[config.mk]
export PLATFORM = sky130hd
export DESIGN_NAME = pkt_crc_gate
export DESIGN_NICKNAME = d
export VERILOG_FILES = /design/src/rtl/pkt_crc_gate_pkg.sv /design/src/rtl/pkt_crc_gate_dp.sv /design/src/rtl/pkt_crc_gate_ctrl.sv /design/src/rtl/pkt_crc_gate.sv
export SDC_FILE = /design/constraint.sdc
export NUM_CORES = 1
export LEC_CHECK = 0
export BUFFER_PORTS_ARGS = -buffer_cell sky130_fd_sc_hd__buf_2
export CAP_MARGIN = 20
export CORE_ASPECT_RATIO = 1.1
export CORE_UTILIZATION = 55
export CTS_CLUSTER_DIAMETER = 120
export DETAILED_ROUTE_END_ITERATION = 6
export PLACE_DENSITY = 0.9
export SETUP_SLACK_MARGIN = 0.05
export SLEW_MARGIN = 15
export SYNTH_ARGS = -nofsm -noshare
export SYNTH_HDL_FRONTEND = slang
export SYNTH_SLANG_ARGS = --single-unit
[constraint.sdc]
create_clock -name clk -period 2.35 [get_ports clk]
set_input_delay 0.5875 -clock clk [delete_from_list [all_inputs] [get_ports clk]]
set_output_delay 0.5875 -clock clk [all_outputs]
set_load 0.01 [all_outputs]
[src/rtl/pkt_crc_gate_pkg.sv]
package pkt_crc_gate_pkg;

  // Strobes from the control FSM into the datapath
  typedef struct packed {
    logic load;   // capture a new candidate, clear buffer and remainder
    logic shift;  // move one bit into the divider and the output buffer
    logic eval;   // latch the match result, clear the buffer on mismatch
  } dpStrobe_t;

  typedef enum logic [1:0] {
    ST_IDLE  = 2'd0,
    ST_SHIFT = 2'd1,
    ST_EVAL  = 2'd2,
    ST_HOLD  = 2'd3
  } gateState_t;

endpackage

[src/rtl/pkt_crc_gate_dp.sv]
module pkt_crc_gate_dp
  import pkt_crc_gate_pkg::*;
#(
  parameter int              PKT_W = 112,
  parameter int              CRC_W = 24,
  parameter logic [CRC_W-1:0] POLY = 24'hFFF409
) (
  input  logic             clk,
  input  logic             rstN,
  input  dpStrobe_t        strobe,
  input  logic [PKT_W-1:0] candData,
  output logic             crcZero,
  output logic [PKT_W-1:0] relData,
  output logic             matchFlag
);

  logic [PKT_W-1:0] inReg;
  logic [PKT_W-1:0] outBuf;
  logic [CRC_W-1:0] crcReg;
  logic [CRC_W-1:0] crcNext;
  logic             headBit;
  logic             feedBack;

  assign headBit  = inReg[PKT_W-1];
  assign feedBack = crcReg[CRC_W-1] ^ headBit;

  // One step of bit-serial polynomial division, first bit = MSB
  always_comb begin
    crcNext = {crcReg[CRC_W-2:0], 1'b0};
    if (feedBack) crcNext = crcNext ^ POLY;
  end

  assign crcZero = (crcReg == '0);

  always_ff @(posedge clk) begin
    if (!rstN) begin
      inReg     <= '0;
      outBuf    <= '0;
      crcReg    <= '0;
      matchFlag <= 1'b0;
    end else if (strobe.load) begin
      inReg  <= candData;
      outBuf <= '0;
      crcReg <= '0;
    end else if (strobe.shift) begin
      inReg  <= {inReg[PKT_W-2:0], 1'b0};
      outBuf <= {outBuf[PKT_W-2:0], headBit};
      crcReg <= crcNext;
    end else if (strobe.eval) begin
      matchFlag <= crcZero;
      if (!crcZero) outBuf <= '0;
    end
  end

  assign relData = outBuf;

endmodule

[src/rtl/pkt_crc_gate_ctrl.sv]
module pkt_crc_gate_ctrl
  import pkt_crc_gate_pkg::*;
#(
  parameter int PKT_W  = 112,
  parameter int DROP_W = 16
) (
  input  logic              clk,
  input  logic              rstN,
  input  logic              candValid,
  input  logic              downReady,
  input  logic              crcZero,
  output dpStrobe_t         strobe,
  output logic              relStrobe,
  output logic [DROP_W-1:0] dropCount
);

  localparam int              CNT_W    = $clog2(PKT_W);
  localparam logic [CNT_W-1:0] LAST_BIT = CNT_W'(PKT_W - 1);
  localparam logic [DROP_W-1:0] DROP_MAX = '1;

  gateState_t       state;
  logic [CNT_W-1:0] bitCnt;
  logic             busy;

  assign busy = (state != ST_IDLE);

  always_comb begin
    strobe       = '0;
    strobe.load  = (state == ST_IDLE) && candValid;
    strobe.shift = (state == ST_SHIFT);
    strobe.eval  = (state == ST_EVAL);
  end

  always_ff @(posedge clk) begin
    if (!rstN) begin
      state     <= ST_IDLE;
      bitCnt    <= '0;
      relStrobe <= 1'b0;
    end else begin
      relStrobe <= 1'b0;
      unique case (state)
        ST_IDLE: begin
          if (candValid) begin
            state  <= ST_SHIFT;
            bitCnt <= '0;
          end
        end
        ST_SHIFT: begin
          bitCnt <= bitCnt + 1'b1;
          if (bitCnt == LAST_BIT) state <= ST_EVAL;
        end
        ST_EVAL: begin
          state <= crcZero ? ST_HOLD : ST_IDLE;
        end
        ST_HOLD: begin
          if (downReady) begin
            relStrobe <= 1'b1;
            state     <= ST_IDLE;
          end
        end
        default: state <= ST_IDLE;
      endcase
    end
  end

  // Saturating count of candidates that arrive while busy
  always_ff @(posedge clk) begin
    if (!rstN) begin
      dropCount <= '0;
    end else if (candValid && busy && (dropCount != DROP_MAX)) begin
      dropCount <= dropCount + 1'b1;
    end
  end

endmodule

[src/rtl/pkt_crc_gate.sv]
module pkt_crc_gate
  import pkt_crc_gate_pkg::*;
#(
  parameter int              PKT_W  = 112,
  parameter int              CRC_W  = 24,
  parameter logic [CRC_W-1:0] POLY  = 24'hFFF409,
  parameter int              DROP_W = 16
) (
  input  logic              clk,
  input  logic              rstN,
  input  logic              candValid,
  input  logic [PKT_W-1:0]  candData,
  input  logic              downReady,
  output logic              relStrobe,
  output logic [PKT_W-1:0]  relData,
  output logic              matchFlag,
  output logic [DROP_W-1:0] dropCount
);

  dpStrobe_t strobe;
  logic      crcZero;

  pkt_crc_gate_ctrl #(
    .PKT_W (PKT_W),
    .DROP_W(DROP_W)
  ) u_ctrl (
    .clk      (clk),
    .rstN     (rstN),
    .candValid(candValid),
    .downReady(downReady),
    .crcZero  (crcZero),
    .strobe   (strobe),
    .relStrobe(relStrobe),
    .dropCount(dropCount)
  );

  pkt_crc_gate_dp #(
    .PKT_W(PKT_W),
    .CRC_W(CRC_W),
    .POLY (POLY)
  ) u_dp (
    .clk      (clk),
    .rstN     (rstN),
    .strobe   (strobe),
    .candData (candData),
    .crcZero  (crcZero),
    .relData  (relData),
    .matchFlag(matchFlag)
  );

endmodule

After elaboration in Yosys (flattened, before gate mapping)
Index checks and enable logic that the tools add are counted.
W data, S select, Z words.
{"block": "classes", "addsub": 2, "eq_ne": 9, "mux": 14, "bitwise": 5, "reduce_logical": 15}
{"operator": "$mux W112", "n": 5}
{"operator": "$logic_not A24 Y1", "n": 1}
{"operator": "$mux W24", "n": 1}
{"operator": "$add A16 B1 Y16 const B", "n": 1}
{"operator": "$ne A16 B16 Y1 const B", "n": 1}
{"operator": "$not A15 Y15", "n": 1}
{"operator": "$pmux W7 S2", "n": 1}
{"operator": "$mux W2", "n": 4}
{"operator": "$pmux W2 S4", "n": 1}
{"operator": "$reduce_bool A2 Y1", "n": 4}
{"operator": "$add A7 B1 Y7 const B", "n": 1}
{"operator": "$eq A7 B7 Y1 const B", "n": 1}
{"operator": "$mux W7", "n": 1}
{"operator": "$ne A2 B2 Y1 const B", "n": 3}
{"operator": "$reduce_and A2 Y1", "n": 3}
{"operator": "$reduce_and A3 Y1", "n": 2}
{"operator": "$eq A2 B2 Y1 const B", "n": 2}
{"operator": "$logic_and A1 B1 Y1", "n": 3}
{"operator": "$not A1 Y1", "n": 3}
{"operator": "$eq A2 B1 Y1 const B", "n": 1}
{"operator": "$logic_not A2 Y1", "n": 1}
{"operator": "$ne A2 B1 Y1 const B", "n": 1}
{"operator": "$reduce_or A2 Y1", "n": 1}
{"operator": "$mux W1", "n": 1}
{"operator": "$xor A1 B1 Y1", "n": 1}
{"block": "word_totals", "regBits": 275, "in_bits": 116, "out_inout_bits": 130, "elab_cells": 53}

Longest topological paths before layout
Gate-level depths: netlist (run 1).
{"block": "logic_depth", "ltp_word": 4, "depth_mapped": 8}

Modules after synthesis
From an unflattened synthesis (run 1), not the netlist that was laid out.
{"block": "unflattened", "hier_cells": 1530, "area_unflattened_um2": 13088.8}
{"module": "pkt_crc_gate_dp", "n_inst": 1, "cells_per_inst": 1368, "area_per_inst_um2": 11766.3, "seq_area_each_um2": 4984.8}
{"module": "pkt_crc_gate_ctrl", "n_inst": 1, "cells_per_inst": 162, "area_per_inst_um2": 1322.5, "seq_area_each_um2": 520.5}

Worst setup path before layout (run 1)
Ideal clock, no wire load.
{"block": "synth_timing", "path_kind": "register to register", "startpoint": "register u_ctrl.state[1]", "endpoint": "register u_dp.outBuf[56] (netlist: u_dp.relData[56])", "setup_ns": 0.071, "arrival_ns": 1.833, "required_time_ns": 2.279, "path_slack_ns": 0.446, "stages_incl_launch_ff": 9, "synth_period_minus_slack_ns": 1.904, "path_cell_list": "dfxtp_1 inv_1 ha_1 buf_2 buf_2 clkbuf_1 clkbuf_1 a31oi_1 a21oi_1"}
{"block": "synth_between", "elab_chain_len": 3}
{"item": "start: declaration", "line": "pkt_crc_gate_ctrl.sv:21", "source": "gateState_t state;"}
{"item": "start signal: assignment", "line": "pkt_crc_gate_ctrl.sv:53", "source": "state <= crcZero ? ST_HOLD : ST_IDLE;"}
{"item": "$eq A2 B1 Y1 (tied with other cells)", "line": "pkt_crc_gate_ctrl.sv:30", "source": "strobe.shift = (state == ST_SHIFT);"}
{"item": "$ne A2 B2 Y1 (no source line) (tied with other cells)"}
{"item": "$reduce_and A2 Y1 (no source line) or $reduce_or A2 Y1 (tied branches)"}
{"item": "end signal: assignment", "line": "pkt_crc_gate_dp.sv:47", "source": "outBuf <= {outBuf[PKT_W-2:0], headBit};"}
{"item": "end: declaration", "line": "pkt_crc_gate_dp.sv:18", "source": "logic [PKT_W-1:0] outBuf;"}
Several ways; a longest one is shown, not always the timed one.
A chain may end at the register's enable or synchronous reset.

Worst setup path in the final report (run 1)
{"block": "layout_timing", "startpoint": "register u_ctrl.state[1]", "endpoint": "register u_dp.inReg[1]"}
{"block": "layout_between", "elab_chain_len": 3}
{"item": "$logic_not A2 Y1", "line": "pkt_crc_gate_ctrl.sv:29", "source": "strobe.load = (state == ST_IDLE) && candValid;"}
{"item": "$logic_and A1 B1 Y1", "line": "pkt_crc_gate_ctrl.sv:29"}
{"item": "$mux W112 or $reduce_bool A2 Y1 (tied branches)"}
{"item": "end signal: assignment", "line": "pkt_crc_gate_dp.sv:42", "source": "inReg <= candData;"}
{"item": "end signal: assignment", "line": "pkt_crc_gate_dp.sv:46", "source": "inReg <= {inReg[PKT_W-2:0], 1'b0};"}
{"item": "end: declaration", "line": "pkt_crc_gate_dp.sv:17", "source": "logic [PKT_W-1:0] inReg;"}
Several ways; a longest one is shown, not always the timed one.

==> reports/qor.yml, run 1 <==
reg2reg_slack_ps: 330
critPathSlowestCell: "dfxtp_1"
worstPathRequired_ps: 2800
final_cell_mix: "275 x dfxtp_1, 245 x buf_2, 144 x nor2_1"
worstPathMaxFanout: 135
synthCells: 1412
comb_power_share: 0.394
cts_tree: "done"
netSwitchingPower_uw: 6530
cts_hold_buf: 0
yosysWarnings: 0
power_density_nw_per_um2: 1120
power.internal_uw: 10500
rows: 58
fmax_mhz: 496
r2r-start: "u_ctrl.state[1]$_SDFFE_PN0P_"
post_cts.repair.setup_buffers: 0
vdd_drop_max_v: 0.00106
die_w_um: 148
syn_avg_cell_area_um2: 9.09
nets: 1688
synth_top_cell_area_share: 0.429
hp-class: "in2reg"
clock_sinks: 275
worstMarginPinSlew_ps: 915
die_area_um2: 24000
critPathLaunchType: "register"
skew_ps: 9.47
rsz0062_at_grt: "false"
crit_chain: "inv_1 -> ha_4 -> nand2_4 -> buf_12 -> nor2_1 -> a211oi_1"
wire_per_inst_um: 16.3
clockBufferDepth: 3
period_share: 0.858
viasPerCell: 6.06
overflow: 0
cts_buffers: 29
die_h_um: 162
cts.clk_slew.worst_paths_ps: 60
clkLatencyLatePin_ps: 550
syn_nets: 1535
ant_nets: 0
vias: 11448
h-tree-depth: 1
start_util: 0.562
slowest_delay_ps: 430
layout.cells.non_filler: 1888
tns_ps: 0
ctsResizeCount: 0
relSlewSlack: 0.386
clockRootBuffer: "clkbuf_16"
grt_antenna_before_repair: 1
pwr-share-clk: 0.269
synth_ff_type: "dfxtp_1"
fp.coreArea_um2: 22900
yosys-top-cells-area: "dfxtp_1 43%, mux2i_1 10%, nand4b_1 7.6%, a211oi_1 6.7%, nor2b_1 5.6%"
r2r_end: "u_dp.inReg[1]$_SDFFE_PN0P_"
p_leak_uw: 0.00581
async_flop_share: 0
critPathArrivalTime_ps: 2470
hold_violations: 0
rr_worst_depth: 6
crit_path_end_kind: "register"
grt_pass1_vias: 10289
layout-drive-gt1-share: 0.206
pin_count: 246
startpoint: "u_ctrl.state[1]$_SDFFE_PN0P_"
dr.pass1.iters: 5
maxSlewViolCount: 0
place_inst: 1834
yosysTopAreaCell: "dfxtp_1"
final_common_cell: "dfxtp_1"
period_minus_slack_ps: 2020
drc_errors: 0
netlist_area_um2: 12800
status: "complete, no violations"
syn_to_final_growth_pct: 18.5
drt_wl_total_um: 30800
grt_pass1_wl_um: 49900
grt_max_degree: 136
setup-violations-final: 0
cap_violations: 0
p_seq_frac: 0.337
synth_seq_cells: 275
grt_use_total: 0.244
drtIter0Drc: 604
endpoint: "u_dp.inReg[1]$_SDFFE_PN0P_"
synth_edf_count: 0
synth-seq-area-share: 0.429
io_buffers: 245
synth.distinct_cells: 48
gp_congestion: 0.899
critPathKind: "reg2reg"
p_sw_frac: 0.383
hpwlAfterDp_um: 18900
## power groups by stage
| stage | logic (uW) | clock network (uW) | registers [uW] |
|---|---|---|---|
| 6_report | 6710 | 4580 | 5750 |
| 5_1_grt | 7230 | 4850 | 5830 |
| 2_1_floorplan | 5220 | 0 | 5710 |
| 3_3_place_gp | 6440 | 0 | 5800 |
| 3_5_place_dp | 6550 | 0 | 5840 |
| 4_1_cts | 6640 | 4670 | 5750 |
## layout make-up
| type | instances | area, um2 |
|---|---|---|
| Multi-Input combinational cell | 984 | 6740 |
| Sequential cell | 275 | 5510 |
| Inverter | 5 | 20.0 |
| Clock inverter | 8 | 96.3 |
| Fill cell | 1683 | 7640 |
| Antenna cell | 1 | 2.50 |
| Clock buffer | 45 | 866 |
| Tap cell | 300 | 375 |
| Timing Repair Buffer | 270 | 1610 |
## logic make-up after synthesis
logic type | after synthesis | synth area share
flops | 275 | 0.429
mux | 134 | 0.104
xor+xnor | 21 | 0.0143
buf+inv | 153 | 0.0499
compound gates | 377 | 0.184
simple gates | 445 | 0.211
fa+ha+maj | 7 | 0.00682
## synthesized netlist by cell type, types with 2 or more instances
master	number
or4_1	8
buf_2	32
a21oi_1	128
o21a_1	2
a211oi_1	114
clkbuf_1	94
o21ai_0	7
inv_1	4
nand2_1	18
dfxtp_1	275
nand4_1	3
nand4b_1	112
o31ai_1	5
nor2b_1	115
nor3_1	4
and4_1	2
buf_1	16
ha_1	7
nand2b_1	4
or3_1	3
nor4_1	9
xor2_1	3
nand3b_1	3
nor2_1	144
nand3_1	9
xnor2_1	18
mux2i_1	134
and3_1	2
buf_4	5
a31oi_1	114
## how the worst min path moves through the flow
stage                                       start                       endpoint  slack [ps]  cells after the start
CTS                                 candData[105]   u_dp.inReg[105]$_SDFFE_PN0P_         300                      3
detailed placement    u_dp.matchFlag$_SDFFE_PN0P_    u_dp.matchFlag$_SDFFE_PN0P_         460                      2
global placement      u_dp.matchFlag$_SDFFE_PN0P_    u_dp.matchFlag$_SDFFE_PN0P_         450                      2
finish                               candData[78]    u_dp.inReg[78]$_SDFFE_PN0P_         320                      3
floorplan           u_ctrl.bitCnt[0]$_SDFFE_PN0P_  u_ctrl.bitCnt[0]$_SDFFE_PN0P_         460                      2
global route                         candData[32]    u_dp.inReg[32]$_SDFFE_PN0P_         320                      3
## per-layer routing
metal,part of all wire,routed length (um),track usage
met5,0,0,0
met4,0.019,593,0.0750
met3,0.073,2260,0.0449
met2,0.48,14900,0.412
met1,0.42,13100,0.317
## flip-flops by register name, summed over array words and instances, names as in the netlist
name,cells
u_ctrl.state,2
u_dp.crcReg,24
u_dp.matchFlag,1
u_ctrl.relStrobe,1
u_ctrl.bitCnt,7
u_dp.relData,112
u_dp.inReg,112
u_ctrl.dropCount,16
## worst max-delay path: cells and delay by family, from the launching register on
kind                     cells  cell delay, ps
AO/OA/AOI/OAI                1             260
adder cells (fa/ha/maj)      1             220
buffers and inverters        2             530
flip-flops                   1             430
AND/OR/NAND/NOR              2             330
## metrics by stage
step	hold slack [ps]	total power (uW)	area (um2)	utilization	setup slack (ps)
3_5_place_dp	462	12400	14200	0.623	395
6_report	322	17100	15200	0.666	333
2_1_floorplan	457	10900	12800	-	446
4_1_cts	299	17100	15200	0.665	344
3_3_place_gp	454	12200	14200	0.623	492
5_1_grt	316	17900	15200	0.666	210
No activity file was read; power rests on OpenSTA's default activity.
==> inputs of run 2 (changes only) <==
--- a/config.mk
+++ b/config.mk
@@ -19 +19,2 @@
 export SYNTH_SLANG_ARGS = --single-unit
+export TNS_END_PERCENT = 30
==> constraint.sdc (replaced) <==
create_clock -name clk -period 2.6 [get_ports clk]
set_input_delay 0.65 -clock clk [delete_from_list [all_inputs] [get_ports clk]]
set_output_delay 0.65 -clock clk [all_outputs]
set_load 0.005 [all_outputs]
==> run 2 against run 1 <==
Against the previous run: sequential share of layout area up 0.077 points; core utilization down 0.14 points; worst hold slack better by 70 ps; worst setup slack better by 230 ps; count of clock-buffer cells in the layout down 2; die area unchanged; total power down 11%.
==> reports/qor.yml, run 2 (synthesis gave the netlist of run 1 again) <==
status: "complete, no violations"
critPathLaunchType: "register"
pin_count: 246  # unchanged
period_share: 0.785  # -0.0732
grt_pass1_vias: 10333  # +0.43%
power.internal_uw: 9330  # -11%
clockBufferDepth: 3  # unchanged
final_cell_mix: "275 x dfxtp_1, 245 x buf_2, 144 x nor2_1"
fp.coreArea_um2: 22900  # unchanged
rsz0062_at_grt: "false"
maxSlewViolCount: 0  # unchanged
pwr-share-clk: 0.264  # -0.005
dr.pass1.iters: 5  # unchanged
relSlewSlack: 0.590  # +0.205
cts_buffers: 28  # -3.4%
place_inst: 1833  # -0.055%
period_minus_slack_ps: 2040  # +24.3 ps
die_w_um: 148  # unchanged
post_cts.repair.setup_buffers: 0  # unchanged
cts_tree: "done"
p_seq_frac: 0.343  # +0.006
p_sw_frac: 0.385  # +0.00150
wire_per_inst_um: 16.3  # about the same
drtIter0Drc: 592  # -2.0%
cap_violations: 0  # unchanged
setup-violations-final: 0  # unchanged
layout-drive-gt1-share: 0.206  # +0.000390
clkLatencyLatePin_ps: 540  # about the same
grt_antenna_before_repair: 1  # unchanged
die_area_um2: 24000  # unchanged
nets: 1686  # -0.12%
io_buffers: 245  # unchanged
hp-class: "in2reg"
die_h_um: 162  # unchanged
worstPathMaxFanout: 113  # -16%
vdd_drop_max_v: 0.00103  # -3.6%
hold_violations: 0  # unchanged
grt_max_degree: 158  # +16%
final_common_cell: "dfxtp_1"
syn_to_final_growth_pct: 18.3
cts_hold_buf: 0  # unchanged
clockRootBuffer: "clkbuf_16"
comb_power_share: 0.393  # about the same
critPathKind: "reg2reg"
rows: 58  # unchanged
critPathArrivalTime_ps: 2460  # about the same
viasPerCell: 6.06  # -0.11%
power_density_nw_per_um2: 999  # -11%
grt_pass1_wl_um: 50600  # +1.3%
drt_wl_total_um: 30700  # -0.20%
start_util: 0.562  # unchanged
clock_sinks: 275  # unchanged
p_leak_uw: 0.00580  # about the same
tns_ps: 0  # unchanged
hpwlAfterDp_um: 19100  # +0.64%
gp_congestion: 0.902  # +0.40%
num-fill-cells: 1705  # +1.3%
crit_path_end_kind: "register"
cts.clk_slew.worst_paths_ps: 60  # about the same
vias: 11417  # -0.27%
skew_ps: 9.30  # -0.166 ps
netSwitchingPower_uw: 5830  # -11%
fmax_mhz: 490  # -1.2%
worstMarginPinSlew_ps: 609  # -306 ps
ant_nets: 0  # unchanged
h-tree-depth: 1  # unchanged
grt_use_total: 0.248  # +0.00311
drc_errors: 0  # unchanged
overflow: 0  # unchanged
ctsResizeCount: 0  # unchanged
layout.cells.non_filler: 1885  # -0.16%
worstPathRequired_ps: 3020  # +220 ps
[run 2: cell types whose count changed in the layout (fill, tap and decap cells not counted), sizes merged]
cell      change
buf           -1
bufinv        -1
clkbuf        -2
clkinv        +3
clkinvlp      -1
inv           -1
[run 2: power groups by stage]
stage                     Combinational, uW  Clock, uW  Sequential (uW)
after detailed placement               5840          0             5270
final                                  5960       4010             5200
after global placement                 5740          0             5240
after floorplan                        4720          0             5150
after global routing                   6450       4280             5260
after CTS                              5910       4080             5190
[run 2: final timing paths]
check | startpoint | to | slack (ps) | cells after the start
max | u_ctrl.state[1]$_SDFFE_PN0P_ | u_dp.inReg[63]$_SDFFE_PN0P_ | 560 | 6
min | candData[78] | u_dp.inReg[78]$_SDFFE_PN0P_ | 390 | 3
max reg2reg | u_ctrl.state[1]$_SDFFE_PN0P_ | u_dp.inReg[63]$_SDFFE_PN0P_ | 560 | 6
min reg2reg | u_dp.matchFlag$_SDFFE_PN0P_ | u_dp.matchFlag$_SDFFE_PN0P_ | 470 | 2
[run 2: worst max-delay path, cell delays in order (launching register included)]
cell and delay [ps]:
dfxtp_1 440, inv_1 150, ha_4 220, nand2_4 210, buf_12 380, nor2_1 130, a211oi_1 340
[run 2: routing by layer]
layer,GRT usage,vias up,share of wire
met3,0.0455,62,0.075
met4,0.0754,0,0.024
met1,0.325,5420,0.43
met2,0.412,405,0.47
li1,-,5530,-
met5,0,-,0
[run 2: layout make-up]
cell class | instances | area (um2) | area share
clock inverter | 8 | 80.1 | 0.00527
clock buffer | 43 | 857 | 0.0565
timing repair buffer | 269 | 1610 | 0.106
inverter | 5 | 20.0 | 0.00132
antenna | 1 | 2.50 | 0.000165
tap | 300 | 375 | 0.0247
multi-input combinational | 984 | 6740 | 0.444
sequential | 275 | 5510 | 0.363
[run 2: through the flow]
step	instance area (um2)	worst slack (ps)	power, uW	util	hold slack, ps
3_3_place_gp	14200	702	11000	0.623	453
4_1_cts	15200	605	15200	0.664	374
2_1_floorplan	12800	692	9870	-	457
5_1_grt	15200	418	16000	0.664	381
6_report	15200	559	15200	0.664	392
3_5_place_dp	14200	637	11100	0.623	461
==> inputs of run 3 (changes only) <==
clock period = 2.1 ns   (was 2.6 ns; I/O delays follow)
==> run 3 against run 2 <==
Against the previous run: clock power is 36% higher; first-iteration DRC count rose by 4.1%; via count barely moved; worst setup slack worse by 350 ps; core utilization grew 0.97 points; maximum frequency grew 7.9%; critical path depth unchanged; sequential share of layout area down 0.50 points; cell count rose by 0.64%; clock skew rose by 12 ps; combinational power is 30% higher; largest power group unchanged; routed wire length down 0.15%.
==> reports/qor.yml, run 3 (synthesis gave the netlist of run 1 again) <==
clockRootBuffer: "clkbuf_16"
critPathKind: "reg2reg"
hp-class: "in2reg"
cap_violations: 0  # unchanged
grt_pass1_wl_um: 49900  # -1.3%
pwr-share-clk: 0.277  # +0.013
comb_power_share: 0.395  # +0.002
clock_sinks: 275  # unchanged
antennaDiodeCount: 0  # -1
period_share: 0.901  # +0.116
fp.coreArea_um2: 22900  # unchanged
p_seq_frac: 0.328  # -0.015
relSlewSlack: 0.649  # +0.0586
clkLatencyLatePin_ps: 550  # about the same
post_cts.repair.setup_buffers: 0  # unchanged
maxSlewViolCount: 0  # unchanged
critPathArrivalTime_ps: 2370  # -90 ps
worstMarginPinSlew_ps: 523  # -86.2 ps
io_buffers: 245  # unchanged
r2r-start: "u_ctrl.state[1]$_SDFFE_PN0P_"
overflow: 0  # unchanged
drc_errors: 0  # unchanged
critPathLaunchType: "register"
period_minus_slack_ps: 1890  # -149 ps
syn_to_final_growth_pct: 20.0
drt_wl_total_um: 30700  # -0.15%
whs_path_depth: 2  # -1
power.internal_uw: 12300  # +31%
startpoint: "u_ctrl.state[1]$_SDFFE_PN0P_"
final_cell_mix: "273 x dfxtp_1, 245 x buf_2, 144 x nor2_1"
hp-start: "downReady"
status: "complete, no violations"
setup-violations-final: 0  # unchanged
grt_pass1_vias: 10298  # -0.34%
fmax_mhz: 529  # +7.9%
grt_max_degree: 95  # -40%
p_leak_uw: 0.00591  # +1.9%
worstPathRequired_ps: 2580  # -440 ps
gp_congestion: 0.873  # -3.2%
dr.pass1.iters: 7  # +2
netSwitchingPower_uw: 7380  # +27%
pin_count: 246  # unchanged
p_sw_frac: 0.376  # -0.00863
worstPathMaxFanout: 9  # -92%
rows: 58  # unchanged
ant_nets: 0  # unchanged
vias: 11410  # -0.061%
nets: 1698  # +0.71%
tns_ps: 0  # unchanged
vdd_drop_max_v: 0.000911  # -11%
h-tree-depth: 1  # unchanged
final_core_utilization: 0.674  # +0.00969
final_common_cell: "dfxtp_1"
layout-drive-gt1-share: 0.218  # +0.0115
die_h_um: 162  # unchanged
grt_use_total: 0.246  # -0.00170
rr_worst_depth: 6  # unchanged
drtIter0Drc: 616  # +4.1%
power_density_nw_per_um2: 1270  # +28%
start_util: 0.562  # unchanged
clockBufferDepth: 3  # unchanged
viasPerCell: 6.01  # -0.69%
grt_antenna_before_repair: 1  # unchanged
hold_violations: 0  # unchanged
cts_buffers: 28  # unchanged
cts.clk_slew.worst_paths_ps: 60  # about the same
crit_path_end_kind: "register"
hpwlAfterDp_um: 19000  # -0.29%
wire_per_inst_um: 16.2  # -0.78%
rsz0062_at_grt: "false"
skew_ps: 20.9  # +11.6 ps
die_w_um: 148  # unchanged
cts_tree: "done"
die_area_um2: 24000  # unchanged
## run 3: critical path, stage by stage, from the launching register on
cell and delay (ps):
dfxtp_2 380, inv_1 120, ha_4 220, and4b_2 360, nand4_1 160, or4_1 430, a21oi_1 150
## run 3: stage by stage
| stage | instances | hold WS (ps) | instance area, um2 | power [uW] | setup WS [ps] |
|---|---|---|---|---|---|
| after global routing | 1897 | 231 | 15400 | 20600 | 78.5 |
| after global placement | 1845 | 453 | 14400 | 14000 | 217 |
| after floorplan | 1412 | 457 | 12800 | 12200 | 196 |
| after detailed placement | 1845 | 477 | 14400 | 14100 | 120 |
| after CTS | 1897 | 214 | 15400 | 19600 | 112 |
| final | 1897 | 233 | 15400 | 19600 | 208 |
## run 3: area by class of cell
class / instances / area (um2)
fillers: 1663 / 7460
repair buffers: 281 / 1730
flip-flops and latches: 275 / 5510
inverters: 5 / 20.0
multi-input cells: 984 / 6740
clock buffers: 34 / 763
clock inverters: 18 / 260
well taps: 300 / 375
## run 3: worst paths after layout
| check | to | slack (ps) |
|---|---|---|
| max | u_ctrl.dropCount[11]$_SDFFE_PN0P_ | 210 |
| min reg2reg | u_ctrl.bitCnt[2]$_SDFFE_PN0P_ | 480 |
| max reg2reg | u_ctrl.dropCount[11]$_SDFFE_PN0P_ | 210 |
| min | u_ctrl.relStrobe$_SDFF_PN0_ | 230 |
## run 3: metal layers
metal	wire (um)	vias up	global-route usage
met4	714	2	0.0764
met1	13200	5331	0.324
met2	14400	445	0.408
li1	-	5570	-
met3	2380	62	0.0447
met5	13	-	0
## run 3: power by group through the flow
| stage | clock, uW | sequential, uW | combinational [uW] |
|---|---|---|---|
| 6_report | 5450 | 6430 | 7750 |
| 4_1_cts | 5530 | 6420 | 7690 |
| 5_1_grt | 5780 | 6500 | 8360 |
| 3_3_place_gp | 0 | 6490 | 7480 |
| 3_5_place_dp | 0 | 6520 | 7600 |
| 2_1_floorplan | 0 | 6380 | 5840 |
## run 3: timing repair
item                                    CTS  global route
endpoints found under the setup margin    0             7
gates resized for setup                   0             5
hold buffers                              0             0
